<file path="src/rtl/xrq_pkg.sv">
package xrq_pkg;
  localparam int ID_W = 5;
  localparam int NUM_IDS = 1 << ID_W;
  localparam int EVT_W = 2;

  localparam logic [11:0] OFS_IRQ_MASK = 12'h080;
  localparam logic [11:0] OFS_IRQ_PEND = 12'h084;
  localparam logic [11:0] OFS_IRQ_RAW  = 12'h088;
  localparam logic [11:0] OFS_CTRL     = 12'h400;
  localparam logic [11:0] OFS_NEXT_ID  = 12'h404;
  localparam logic [11:0] OFS_START    = 12'h408;
  localparam logic [11:0] OFS_FLAGS    = 12'h40C;
  localparam logic [11:0] OFS_DST      = 12'h410;
  localparam logic [11:0] OFS_SRC      = 12'h414;
  localparam logic [11:0] OFS_XLEN     = 12'h418;
  localparam logic [11:0] OFS_YLEN     = 12'h41C;
  localparam logic [11:0] OFS_DSTR     = 12'h420;
  localparam logic [11:0] OFS_SSTR     = 12'h424;
  localparam logic [11:0] OFS_DONE     = 12'h428;
  localparam logic [11:0] OFS_LAST_ID  = 12'h42C;
  localparam logic [11:0] OFS_STATUS   = 12'h430;
  localparam logic [11:0] OFS_CUR_SRC  = 12'h434;
  localparam logic [11:0] OFS_CUR_DST  = 12'h438;

  typedef struct packed {
    logic [ID_W-1:0] id;
    logic            cyclic;
    logic [31:0]     dst;
    logic [31:0]     src;
    logic [31:0]     xlen;
    logic [31:0]     ylen;
    logic [31:0]     dstr;
    logic [31:0]     sstr;
  } xrq_req_t;
endpackage

</file>
<file path="src/rtl/xrq_fifo.sv">
module xrq_fifo
  import xrq_pkg::*;
#(
  parameter int DEPTH = 4,
  localparam int CNT_W = $clog2(DEPTH + 1)
) (
  input  logic             clk,
  input  logic             rst_n,
  input  logic             flush,
  input  logic             push,
  input  xrq_req_t         wr_data,
  input  logic             pop,
  output xrq_req_t         head,
  output logic             empty,
  output logic             full,
  output logic [CNT_W-1:0] count
);
  localparam int PTR_W = (DEPTH > 1) ? $clog2(DEPTH) : 1;
  localparam logic [PTR_W-1:0] LAST = PTR_W'(DEPTH - 1);

  xrq_req_t mem [DEPTH];
  logic [PTR_W-1:0] wr_ptr, rd_ptr;

  function automatic logic [PTR_W-1:0] bump(input logic [PTR_W-1:0] p);
    return (p == LAST) ? '0 : p + 1'b1;
  endfunction

  always_ff @(posedge clk) begin
    if (!rst_n) begin
      wr_ptr <= '0;
      rd_ptr <= '0;
      count  <= '0;
    end else if (flush) begin
      wr_ptr <= '0;
      rd_ptr <= '0;
      count  <= '0;
    end else begin
      if (push) wr_ptr <= bump(wr_ptr);
      if (pop)  rd_ptr <= bump(rd_ptr);
      count <= count + CNT_W'(push) - CNT_W'(pop);
    end
  end

  always_ff @(posedge clk) begin
    if (push && !flush) mem[wr_ptr] <= wr_data;
  end

  assign head  = mem[rd_ptr];
  assign empty = (count == '0);
  assign full  = (count == CNT_W'(DEPTH));

  a_r5_no_overflow: assert property (@(posedge clk) disable iff (!rst_n)
    full |-> !push);
  a_r4_no_underflow: assert property (@(posedge clk) disable iff (!rst_n)
    empty |-> !pop);
  a_r10_flush_empties: assert property (@(posedge clk) disable iff (!rst_n)
    flush |=> empty);
endmodule

</file>
<file path="src/rtl/xrq_ids.sv">
module xrq_ids
  import xrq_pkg::*;
(
  input  logic               clk,
  input  logic               rst_n,
  input  logic               assign_en,
  input  logic               issue_en,
  input  logic [ID_W-1:0]    issue_id,
  input  logic               done_valid,
  input  logic [ID_W-1:0]    done_id,
  output logic [ID_W-1:0]    next_id,
  output logic [NUM_IDS-1:0] done_map,
  output logic [ID_W-1:0]    last_id
);
  always_ff @(posedge clk) begin
    if (!rst_n) begin
      next_id <= '0;
      last_id <= '0;
    end else begin
      if (assign_en) next_id <= next_id + 1'b1;
      if (issue_en)  last_id <= issue_id;
    end
  end

  for (genvar g = 0; g < NUM_IDS; g++) begin : g_done
    always_ff @(posedge clk) begin
      if (!rst_n)
        done_map[g] <= 1'b0;
      else if (done_valid && done_id == ID_W'(g))
        done_map[g] <= 1'b1;
      else if (assign_en && next_id == ID_W'(g))
        done_map[g] <= 1'b0;
    end
  end

  a_r3_id_step: assert property (@(posedge clk) disable iff (!rst_n)
    assign_en |=> next_id == $past(next_id) + 1'b1);
  a_r8_done_set: assert property (@(posedge clk) disable iff (!rst_n)
    done_valid |=> done_map[$past(done_id)]);
  a_r8_reissue_clear: assert property (@(posedge clk) disable iff (!rst_n)
    (assign_en && !(done_valid && done_id == next_id)) |=> !done_map[$past(next_id)]);
endmodule

</file>
<file path="src/rtl/xrq_irq.sv">
module xrq_irq
  import xrq_pkg::*;
(
  input  logic             clk,
  input  logic             rst_n,
  input  logic             sot_evt,
  input  logic             eot_evt,
  input  logic             mask_we,
  input  logic [EVT_W-1:0] mask_wd,
  input  logic             clr_we,
  input  logic [EVT_W-1:0] clr_wd,
  output logic [EVT_W-1:0] mask,
  output logic [EVT_W-1:0] raw,
  output logic [EVT_W-1:0] pending,
  output logic             irq
);
  logic [EVT_W-1:0] clr_bits, new_bits;

  assign clr_bits = clr_we ? clr_wd : '0;
  assign new_bits = {eot_evt, sot_evt};

  always_ff @(posedge clk) begin
    if (!rst_n) begin
      mask <= '1;
      raw  <= '0;
    end else begin
      if (mask_we) mask <= mask_wd;
      raw <= (raw & ~clr_bits) | new_bits;
    end
  end

  assign pending = raw & ~mask;
  assign irq     = |pending;

  a_r7_clear: assert property (@(posedge clk) disable iff (!rst_n)
    (clr_we && clr_wd == '1 && !sot_evt && !eot_evt) |=> !irq);
  a_r6_sot_latch: assert property (@(posedge clk) disable iff (!rst_n)
    sot_evt |=> raw[0]);
  a_r6_eot_latch: assert property (@(posedge clk) disable iff (!rst_n)
    eot_evt |=> raw[1]);
endmodule

</file>
<file path="src/rtl/xrq_top.sv">
module xrq_top
  import xrq_pkg::*;
#(
  parameter int ADDR_W = 12,
  parameter int DEPTH  = 4,
  parameter int LEN_W  = 24
) (
  input  logic              clk,
  input  logic              rst_n,
  input  logic              reg_we,
  input  logic [ADDR_W-1:0] reg_addr,
  input  logic [31:0]       reg_wdata,
  output logic [31:0]       reg_rdata,
  output logic              req_valid,
  input  logic              req_ready,
  output logic [ID_W-1:0]   req_id,
  output logic              req_cyclic,
  output logic [31:0]       req_dst_addr,
  output logic [31:0]       req_src_addr,
  output logic [31:0]       req_x_len,
  output logic [31:0]       req_y_len,
  output logic [31:0]       req_dst_stride,
  output logic [31:0]       req_src_stride,
  input  logic              done_valid,
  input  logic [ID_W-1:0]   done_id,
  input  logic [31:0]       mover_src_pos,
  input  logic [31:0]       mover_dst_pos,
  output logic              irq
);
  localparam int CNT_W = $clog2(DEPTH + 1);
  localparam logic [31:0] LEN_MASK = (LEN_W >= 32) ? 32'hFFFF_FFFF : ((32'd1 << LEN_W) - 32'd1);

  logic run_q, hold_q, cyc_q, wait_q, offer_q;
  logic [31:0] dst_q, src_q, xlen_q, ylen_q, dstr_q, sstr_q;

  logic wr_ctrl, wr_start, wr_flags, wr_dst, wr_src, wr_xlen, wr_ylen;
  logic wr_dstr, wr_sstr, wr_mask, wr_pend;
  assign wr_ctrl  = reg_we && reg_addr == ADDR_W'(OFS_CTRL);
  assign wr_start = reg_we && reg_addr == ADDR_W'(OFS_START);
  assign wr_flags = reg_we && reg_addr == ADDR_W'(OFS_FLAGS);
  assign wr_dst   = reg_we && reg_addr == ADDR_W'(OFS_DST);
  assign wr_src   = reg_we && reg_addr == ADDR_W'(OFS_SRC);
  assign wr_xlen  = reg_we && reg_addr == ADDR_W'(OFS_XLEN);
  assign wr_ylen  = reg_we && reg_addr == ADDR_W'(OFS_YLEN);
  assign wr_dstr  = reg_we && reg_addr == ADDR_W'(OFS_DSTR);
  assign wr_sstr  = reg_we && reg_addr == ADDR_W'(OFS_SSTR);
  assign wr_mask  = reg_we && reg_addr == ADDR_W'(OFS_IRQ_MASK);
  assign wr_pend  = reg_we && reg_addr == ADDR_W'(OFS_IRQ_PEND);

  logic flush, start_ok, push, pop;
  logic q_empty, q_full;
  logic [CNT_W-1:0] q_count;
  xrq_req_t stage, head;
  logic [ID_W-1:0] next_id, last_id;
  logic [NUM_IDS-1:0] done_map;
  logic [EVT_W-1:0] irq_mask, irq_raw, irq_pend;

  assign flush    = wr_ctrl && !reg_wdata[0];
  assign start_ok = wr_start && reg_wdata[0] && run_q && !wait_q;
  assign push     = wait_q && run_q && !q_full;
  assign req_valid = run_q && !q_empty && (!hold_q || offer_q);
  assign pop      = req_valid && req_ready;

  always_ff @(posedge clk) begin
    if (!rst_n) begin
      run_q <= 1'b0; hold_q <= 1'b0; cyc_q <= 1'b0;
      dst_q <= '0; src_q <= '0; xlen_q <= '0; ylen_q <= '0;
      dstr_q <= '0; sstr_q <= '0;
    end else begin
      if (wr_ctrl)  begin run_q <= reg_wdata[0]; hold_q <= reg_wdata[1]; end
      if (wr_flags) cyc_q  <= reg_wdata[0];
      if (wr_dst)   dst_q  <= reg_wdata;
      if (wr_src)   src_q  <= reg_wdata;
      if (wr_xlen)  xlen_q <= reg_wdata & LEN_MASK;
      if (wr_ylen)  ylen_q <= reg_wdata & LEN_MASK;
      if (wr_dstr)  dstr_q <= reg_wdata;
      if (wr_sstr)  sstr_q <= reg_wdata;
    end
  end

  always_ff @(posedge clk) begin
    if (!rst_n || flush) begin
      wait_q  <= 1'b0;
      offer_q <= 1'b0;
    end else begin
      if (start_ok)  wait_q <= 1'b1;
      else if (push) wait_q <= 1'b0;
      offer_q <= req_valid && !req_ready;
    end
  end

  always_comb begin
    stage.id     = next_id;
    stage.cyclic = cyc_q;
    stage.dst    = dst_q;
    stage.src    = src_q;
    stage.xlen   = xlen_q;
    stage.ylen   = ylen_q;
    stage.dstr   = dstr_q;
    stage.sstr   = sstr_q;
  end

  xrq_fifo #(.DEPTH(DEPTH)) u_fifo (
    .clk(clk), .rst_n(rst_n), .flush(flush), .push(push), .wr_data(stage),
    .pop(pop), .head(head), .empty(q_empty), .full(q_full), .count(q_count)
  );

  xrq_ids u_ids (
    .clk(clk), .rst_n(rst_n), .assign_en(push), .issue_en(pop),
    .issue_id(head.id), .done_valid(done_valid), .done_id(done_id),
    .next_id(next_id), .done_map(done_map), .last_id(last_id)
  );

  xrq_irq u_irq (
    .clk(clk), .rst_n(rst_n), .sot_evt(pop), .eot_evt(done_valid),
    .mask_we(wr_mask), .mask_wd(reg_wdata[EVT_W-1:0]),
    .clr_we(wr_pend), .clr_wd(reg_wdata[EVT_W-1:0]),
    .mask(irq_mask), .raw(irq_raw), .pending(irq_pend), .irq(irq)
  );

  assign req_id         = head.id;
  assign req_cyclic     = head.cyclic;
  assign req_dst_addr   = head.dst;
  assign req_src_addr   = head.src;
  assign req_x_len      = head.xlen;
  assign req_y_len      = head.ylen;
  assign req_dst_stride = head.dstr;
  assign req_src_stride = head.sstr;

  logic [31:0] status;
  always_comb begin
    status        = '0;
    status[0]     = wait_q;
    status[1]     = q_full;
    status[2]     = q_empty;
    status[3]     = run_q;
    status[4]     = hold_q;
    status[15:8]  = 8'(q_count);
  end

  always_comb begin
    case (reg_addr)
      ADDR_W'(OFS_IRQ_MASK): reg_rdata = 32'(irq_mask);
      ADDR_W'(OFS_IRQ_PEND): reg_rdata = 32'(irq_pend);
      ADDR_W'(OFS_IRQ_RAW):  reg_rdata = 32'(irq_raw);
      ADDR_W'(OFS_CTRL):     reg_rdata = {30'b0, hold_q, run_q};
      ADDR_W'(OFS_NEXT_ID):  reg_rdata = 32'(next_id);
      ADDR_W'(OFS_START):    reg_rdata = {31'b0, wait_q};
      ADDR_W'(OFS_FLAGS):    reg_rdata = {31'b0, cyc_q};
      ADDR_W'(OFS_DST):      reg_rdata = dst_q;
      ADDR_W'(OFS_SRC):      reg_rdata = src_q;
      ADDR_W'(OFS_XLEN):     reg_rdata = xlen_q;
      ADDR_W'(OFS_YLEN):     reg_rdata = ylen_q;
      ADDR_W'(OFS_DSTR):     reg_rdata = dstr_q;
      ADDR_W'(OFS_SSTR):     reg_rdata = sstr_q;
      ADDR_W'(OFS_DONE):     reg_rdata = 32'(done_map);
      ADDR_W'(OFS_LAST_ID):  reg_rdata = 32'(last_id);
      ADDR_W'(OFS_STATUS):   reg_rdata = status;
      ADDR_W'(OFS_CUR_SRC):  reg_rdata = mover_src_pos;
      ADDR_W'(OFS_CUR_DST):  reg_rdata = mover_dst_pos;
      default:               reg_rdata = '0;
    endcase
  end

  a_r4_hold_offer: assert property (@(posedge clk) disable iff (!rst_n)
    (req_valid && !req_ready && !flush) |=> req_valid && $stable(req_id) && $stable(req_x_len));
  a_r9_hold_blocks: assert property (@(posedge clk) disable iff (!rst_n)
    (hold_q && !req_valid && !wr_ctrl) |=> !req_valid);
  a_r10_disable_drops: assert property (@(posedge clk) disable iff (!rst_n)
    flush |=> !req_valid && !wait_q);
  a_r5_wait_until_room: assert property (@(posedge clk) disable iff (!rst_n)
    (wait_q && q_full && !pop && !flush) |=> wait_q);
endmodule

</file>
<file path="config.mk">
export PLATFORM = sky130hd
export DESIGN_NAME = xrq_top
export DESIGN_NICKNAME = d
export VERILOG_FILES = /design/src/rtl/xrq_pkg.sv /design/src/rtl/xrq_fifo.sv /design/src/rtl/xrq_ids.sv /design/src/rtl/xrq_irq.sv /design/src/rtl/xrq_top.sv
export SDC_FILE = /design/constraint.sdc
export NUM_CORES = 1
export LEC_CHECK = 0
export BUFFER_PORTS_ARGS = -buffer_cell sky130_fd_sc_hd__buf_4
export CORE_ASPECT_RATIO = 0.7
export CORE_UTILIZATION = 45
export DETAILED_ROUTE_END_ITERATION = 8
export PLACE_DENSITY = 0.65
export SLEW_MARGIN = 30
export SYNTH_ARGS = -nofsm -noshare
export SYNTH_HDL_FRONTEND = slang
export SYNTH_SLANG_ARGS = --single-unit
</file>
<file path="constraint.sdc">
create_clock -name clk -period 25.9 [get_ports clk]
set_clock_uncertainty 0.05 [all_clocks]
set_input_delay 5.18 -clock clk [delete_from_list [all_inputs] [get_ports clk]]
set_output_delay 5.18 -clock clk [all_outputs]
set_load 0.01 [all_outputs]
</file>
Word level (Yosys, flattened, before mapping)
Memory sizes are Yosys's and may differ from the RTL's. A register that Yosys moved wholly into a read port is not among the register bits.
Index checks and enable logic that the tools add are counted.
{"block": "totals", "elab_cells": 353, "n_memories": 1, "input_bits": 118, "mem_bits_rw": 728, "reg_bits": 234}
{"block": "op_classes", "add_sub_neg": 5, "eq_ne": 83, "n_reduce_logical": 134, "muxes": 74, "n_bitwise": 6}
{"name": "u_fifo.mem", "words": 4, "width": 182, "rd": 1, "rd_clocked_by_memory_dff": 1, "write_ports": 1, "line_no": "xrq_fifo.sv:21", "source": "xrq_req_t mem [DEPTH];"}
{"cell": "$pmux W32 S18", "n": 1}
{"cell": "$eq A12 B11 Y1 const B", "n": 15}
{"cell": "$eq A5 B5 Y1 const B", "n": 32}
{"cell": "$logic_and A1 B1 Y1", "n": 86}
{"cell": "$eq A5 B4 Y1 const B", "n": 16}
{"cell": "$mux W1", "n": 68}
{"cell": "$reduce_bool A2 Y1", "n": 33}
{"cell": "$eq A5 B3 Y1 const B", "n": 8}
{"cell": "$eq A12 B8 Y1 const B", "n": 3}
{"cell": "$eq A5 B2 Y1 const B", "n": 4}
{"cell": "$eq A5 B1 Y1 const B", "n": 2}
{"cell": "$logic_not A5 Y1", "n": 2}
{"cell": "$mux W2", "n": 5}
{"cell": "$logic_not A1 Y1", "n": 8}
{"cell": "$add A5 B1 Y5 const B", "n": 1}
{"cell": "$add A2 B1 Y2 const B", "n": 2}
{"cell": "$and A2 B2 Y2", "n": 2}
{"cell": "$eq A2 B2 Y1 const B", "n": 2}
{"cell": "$not A2 Y2", "n": 2}
{"cell": "$reduce_or A2 Y1", "n": 2}
{"cell": "$add A3 B1 Y3", "n": 1}
{"cell": "$eq A3 B3 Y1 const B", "n": 1}
{"cell": "$logic_not A3 Y1", "n": 1}
{"cell": "$sub A3 B1 Y3", "n": 1}
{"cell": "other kinds (3)", "n": 4}

Logic depth before layout (Yosys ltp)
{"block": "depth", "depth_word": 7, "ltp_mapped": 10, "ltp_nobuf": 10}

Modules after synthesis
A second synthesis with hierarchy kept.
{"block": "hier_totals", "hier_cells": 2426, "area_unflattened_um2": 40063.4}
{"mod": "xrq_fifo", "area_each_um2": 29016.6, "cells_each": 1081, "instances": 1, "seq_area_each_um2": 23963.0}
{"mod": "xrq_top", "area_each_um2": 9135.0, "cells_each": 1147, "instances": 1, "seq_area_each_um2": 3623.5}
{"mod": "xrq_ids", "area_each_um2": 1752.9, "cells_each": 181, "instances": 1, "seq_area_each_um2": 840.8}
{"mod": "xrq_irq", "area_each_um2": 158.9, "cells_each": 17, "instances": 1, "seq_area_each_um2": 80.1}

Worst setup path after synthesis
Ideal clock, no wire load.
{"block": "synth_path", "path_type": "input to register", "start": "input port reg_addr[0]", "end": "memory u_fifo.mem[0][0] (netlist name), enable pin", "slack_ns": 11.411, "arrival_ns": 13.712, "n_path_buf": 2, "path_stages": 7, "path_cell_list": "clkbuf_1 > or4_1 > buf_2 > nor2_4 > nand3_1 > o21ai_0 > nor2_1"}
{"block": "synth_via", "elab_chain_len": 7}
{"item": "from (decl)", "line_no": "xrq_top.sv:11", "source": "input logic [ADDR_W-1:0] reg_addr,"}
{"item": "$eq A12 B11 Y1", "line_no": "xrq_top.sv:38", "source": "assign wr_ctrl = reg_we && reg_addr == ADDR_W'(OFS_CTRL);"}
{"item": "$logic_and A1 B1 Y1", "line_no": "xrq_top.sv:38"}
{"item": "$logic_and A1 B1 Y1", "line_no": "xrq_top.sv:58", "source": "assign flush = wr_ctrl && !reg_wdata[0];"}
{"item": "$logic_not A1 Y1", "line_no": "xrq_fifo.sv:45", "source": "if (push && !flush) mem[wr_ptr] <= wr_data;"}
{"item": "$logic_and A1 B1 Y1", "line_no": "xrq_fifo.sv:45"}
{"item": "$mux W1", "line_no": "xrq_fifo.sv:45"}
{"item": "$mux W1 (implied by the code)", "line_no": "xrq_fifo.sv:45"}
{"item": "to (decl)", "line_no": "xrq_fifo.sv:21"}
Every way passes these cells.

Worst setup path in the final report
{"block": "layout_path", "start": "input port reg_addr[2]", "end": "output port reg_rdata[14]"}
{"block": "layout_via", "elab_chain_len": 2, "elab_cells_between_ends": 19, "cone_classes": "eq/ne: 18; mux: 1"}
{"item": "$eq A12 B11 Y1 or $eq A12 B8 Y1 (tied branches)", "line_no": "xrq_top.sv:142", "source": "case (reg_addr)"}
{"item": "$pmux W32 S18 *", "line_no": "xrq_top.sv:142"}
{"item": "to (decl)", "line_no": "xrq_top.sv:13", "source": "output logic [31:0] reg_rdata,"}
Mark *: on every way between the ends. The rest lies on a longest branch, timed or not.

==> key figures <==
Layout
  • Layout cell share with drive strength beyond 1: 27.06%
  • Nets: 2847
  • Synth-to-layout area growth: 18.18%
  • Filler Cell Count: 6617

Synth
  • Cells after Synth: 2392
  • Post-synth EDFFs: 728
  • Async SR Flop Fraction: 0%
  • Syn Area/Cell: 15.64 um^2
  • Sequential share of the synthesized area: 71.05%
  • Synth warn: 0
  • Top_reg_cell synth: edfxtp_1
  • Post-synthesis register bit count: 964
  • Syn Std Cell Area: 0.03742 mm^2
  • Yosys cell types: 71

Clock network
  • Clock slew at reported path FFs: 0.07 ns
  • Number of setup buffers added after CTS: 0
  • Clock sink count: 964
  • Clk buf depth: 3
  • CTS Root Buffer Type: clkbuf_16
  • CTS tree: built
  • Worst-Skew Late Latency: 0.67 ns
  • CTS H-tree lvls: 3
  • CTS resizes: 0
  • CTS buffer count: 92
  • Hold_buf cts: 0

Route
  • Post-route DRC: 0
  • Routed vias/inst: 6.113
  • Post-DRT Antenna Nets: 0
  • 1st-iter DRT viols: 3156
  • First-pass iteration count of the detailed router: 6
  • DR vias: 23737
  • DRT Wirelength: 116.3 mm
  • Routed WL per cell: 29.95 um

Run
  • Max Cap Viol: 0

Setup path
  • Critical Path RT: 20.67 ns
  • Crit. End Element: output pin
  • CP Class: in -> out
  • Worst Path Max Fanout: 25
  • Worst EP arrival: 7.96 ns
  • Startpoint types: input port

Floorplanning
  • Die width: 346.7 um
  • Initial core utilization: 45.43%
  • Rows: 88
  • DIE HEIGHT: 243.3 um
  • I/O Pins: 350
  • Core Region: 0.08236 mm^2
  • Die area: 0.08433 mm^2

Timing
  • Tcrit/Tclk final: 50.91%
  • RSZ-0062 raised after global routing: no
  • Maximum clock frequency: 0.07584 GHz
  • Final Max Slew Viols: 0
  • Worst hold slack: 0.4402 ns
  • Final TNS setup: 0 ns
  • Max_slew headroom: 30.41%
  • Final min period: 13.19 ns
  • Setup violators final: 0
  • Slew at the pin with the worst max-slew slack: 1.040 ns
  • Final hold viol count: 0

Global routing
  • First-pass GRT wire length: 164.0 mm
  • Vias in the first global route: 22566
  • Largest net degree at the start of global routing: 143
  • Global Route Usage Sum: 27.23%
  • GRT overflow: 0
  • Initial antenna violation count: 12

Hold path
  • HP Class: reg -> reg

Power and ir drop
  • Power density cells: 69.48 mW/mm^2
  • Maximum VDD drop: 0.04883 mV
  • Lkg Pwr: 0.01644 uW

Placed design
  • DP HPWL: 78.41 mm
  • GP Congestion: 0.9617
  • Port Buffer Count: 333

Status
  • Status: completed
-- cell families (layout without fill, tap and decap cells) --
family	Yosys count	count (layout)	synth area share, %
flip-flops	964	964	71.05
AND/OR/NAND/NOR	614	614	7.410
AO/OA/AOI/OAI	395	395	6.748
multiplexers	213	213	11.82
buffers and inverters	186	573	2.354
adder cells (fa/ha/maj)	14	14	0.4882
XOR/XNOR	5	5	0.1170
other	1	25	0.01002
-- worst max-delay path: stages --
cell and delay, ns:
buf_4 0.33, nor4b_4 0.26, buf_4 0.38, nand2_1 0.37
nor2_4 0.67, a22oi_1 0.20, nand3_1 0.34, buf_4 0.19
-- layout make-up --
type	count	area (um^2)	share of cell area, %
inverters	20	82.58	0.1867
clock inverters	40	417.9	0.9450
repair buffers	380	2920	6.604
flip-flops and latches	964	26590	60.14
well taps	1080	1351	3.056
diodes	9	22.52	0.05093
multi-input cells	1257	10130	22.92
clock buffers	133	2700	6.106
-- final timing paths --
check	start	to	slack, ns	depth (start not counted)
hold / removal	u_fifo.rd_ptr[0]	flip-flop	0.44	2
setup reg to reg	run_q	u_fifo.mem[1][175]	21.93	8
hold reg to reg	u_fifo.rd_ptr[0]	flip-flop	0.44	2
setup / recovery	reg_addr[2]	reg_rdata[14]	12.71	8
-- flip-flops by register name (all words and copies together), names as in the netlist, 3 cells and up, named ones only --
register / count
src_q: 32
dst_q: 32
u_fifo.mem: 728
u_ids.done_map: 32
u_fifo.count: 3
u_ids.next_id: 5
u_ids.last_id: 5
sstr_q: 32
dstr_q: 32
xlen_q: 24
ylen_q: 24
-- per-layer routing --
metal	routed length [um]	track usage, %	vias to the layer above
li1	-	-	9893
met1	50400	42.20	12222
met2	50400	38.69	1385
met3	11810	5.047	231
met4	3645	8.732	6
met5	34	0	-
-- placed cells by master (no fill, tap or decap), types with 16 or more instances in the layout --
cell | Yosys | layout
a21oi_1 | 204 | 204
a22oi_1 | 77 | 77
buf_4 | 29 | 372
clkbuf_1 | 80 | 20
clkbuf_16 | 0 | 95
clkbuf_8 | 0 | 18
conb_1 | 1 | 16
dfxtp_1 | 236 | 234
edfxtp_1 | 728 | 728
inv_1 | 20 | 19
mux2i_1 | 19 | 19
mux4_2 | 182 | 182
nand2_1 | 391 | 388
nand3_1 | 59 | 58
nor2_1 | 65 | 61
-- report_power, final --
group | leakage (uW) | switching (uW) | total, uW | internal (uW)
clock | 0.00153 | 581 | 1380 | 798
combinational | 0.00458 | 36.4 | 54.0 | 17.5
sequential | 0.0103 | 1.16 | 1640 | 1640
-- stage by stage --
stage | total power, uW | std cells | instance area [um^2] | setup WS, ns | util (%)
final | 3072 | 3883 | 44220 | 12.71 | 53.69
after CTS | 3089 | 3873 | 44170 | 12.83 | 53.63
after floorplan | 1693 | 2407 | 37470 | 11.41 | -
after global routing | 3145 | 3880 | 44210 | 12.71 | 53.68
after global placement | 1725 | 3696 | 40950 | 12.54 | 49.73
after detailed placement | 1726 | 3700 | 41050 | 12.82 | 49.85
-- synth_stat cells (3+ instances only) --
| cell | number | share of area (%) |
|---|---|---|
| a21boi_0 | 11 | 0.22 |
| a21oi_1 | 204 | 2.7 |
| a222oi_1 | 15 | 0.40 |
| a22o_1 | 15 | 0.35 |
| a22oi_1 | 77 | 1.5 |
| a32o_1 | 12 | 0.32 |
| a32oi_1 | 9 | 0.21 |
| and2_1 | 5 | 0.084 |
| and3_1 | 9 | 0.15 |
| and4_1 | 3 | 0.070 |
| buf_1 | 23 | 0.23 |
| buf_2 | 29 | 0.39 |
| buf_4 | 29 | 0.58 |
| buf_6 | 5 | 0.15 |
| clkbuf_1 | 80 | 0.80 |
| dfxtp_1 | 236 | 13 |
| edfxtp_1 | 728 | 58 |
| ha_1 | 13 | 0.43 |
| inv_1 | 20 | 0.20 |
| mux2_2 | 12 | 0.36 |
| mux2i_1 | 19 | 0.51 |
| mux4_2 | 182 | 11 |
| nand2_1 | 391 | 3.9 |
| nand2b_1 | 5 | 0.084 |
| nand3_1 | 59 | 0.79 |
| nand4_1 | 12 | 0.20 |
| nor2_1 | 65 | 0.65 |
| nor2b_1 | 10 | 0.17 |
| nor3_1 | 14 | 0.19 |
| nor3_4 | 4 | 0.17 |
| nor3b_1 | 3 | 0.060 |
| nor4b_1 | 4 | 0.094 |
| o211ai_1 | 3 | 0.060 |
| o21a_1 | 11 | 0.22 |
| o21ai_0 | 15 | 0.20 |
| o22ai_1 | 7 | 0.12 |
| o2bb2ai_1 | 3 | 0.070 |
| or3_1 | 3 | 0.050 |
| or4b_1 | 4 | 0.11 |
| xnor2_1 | 4 | 0.094 |
(Power assumes the default switching activity.)
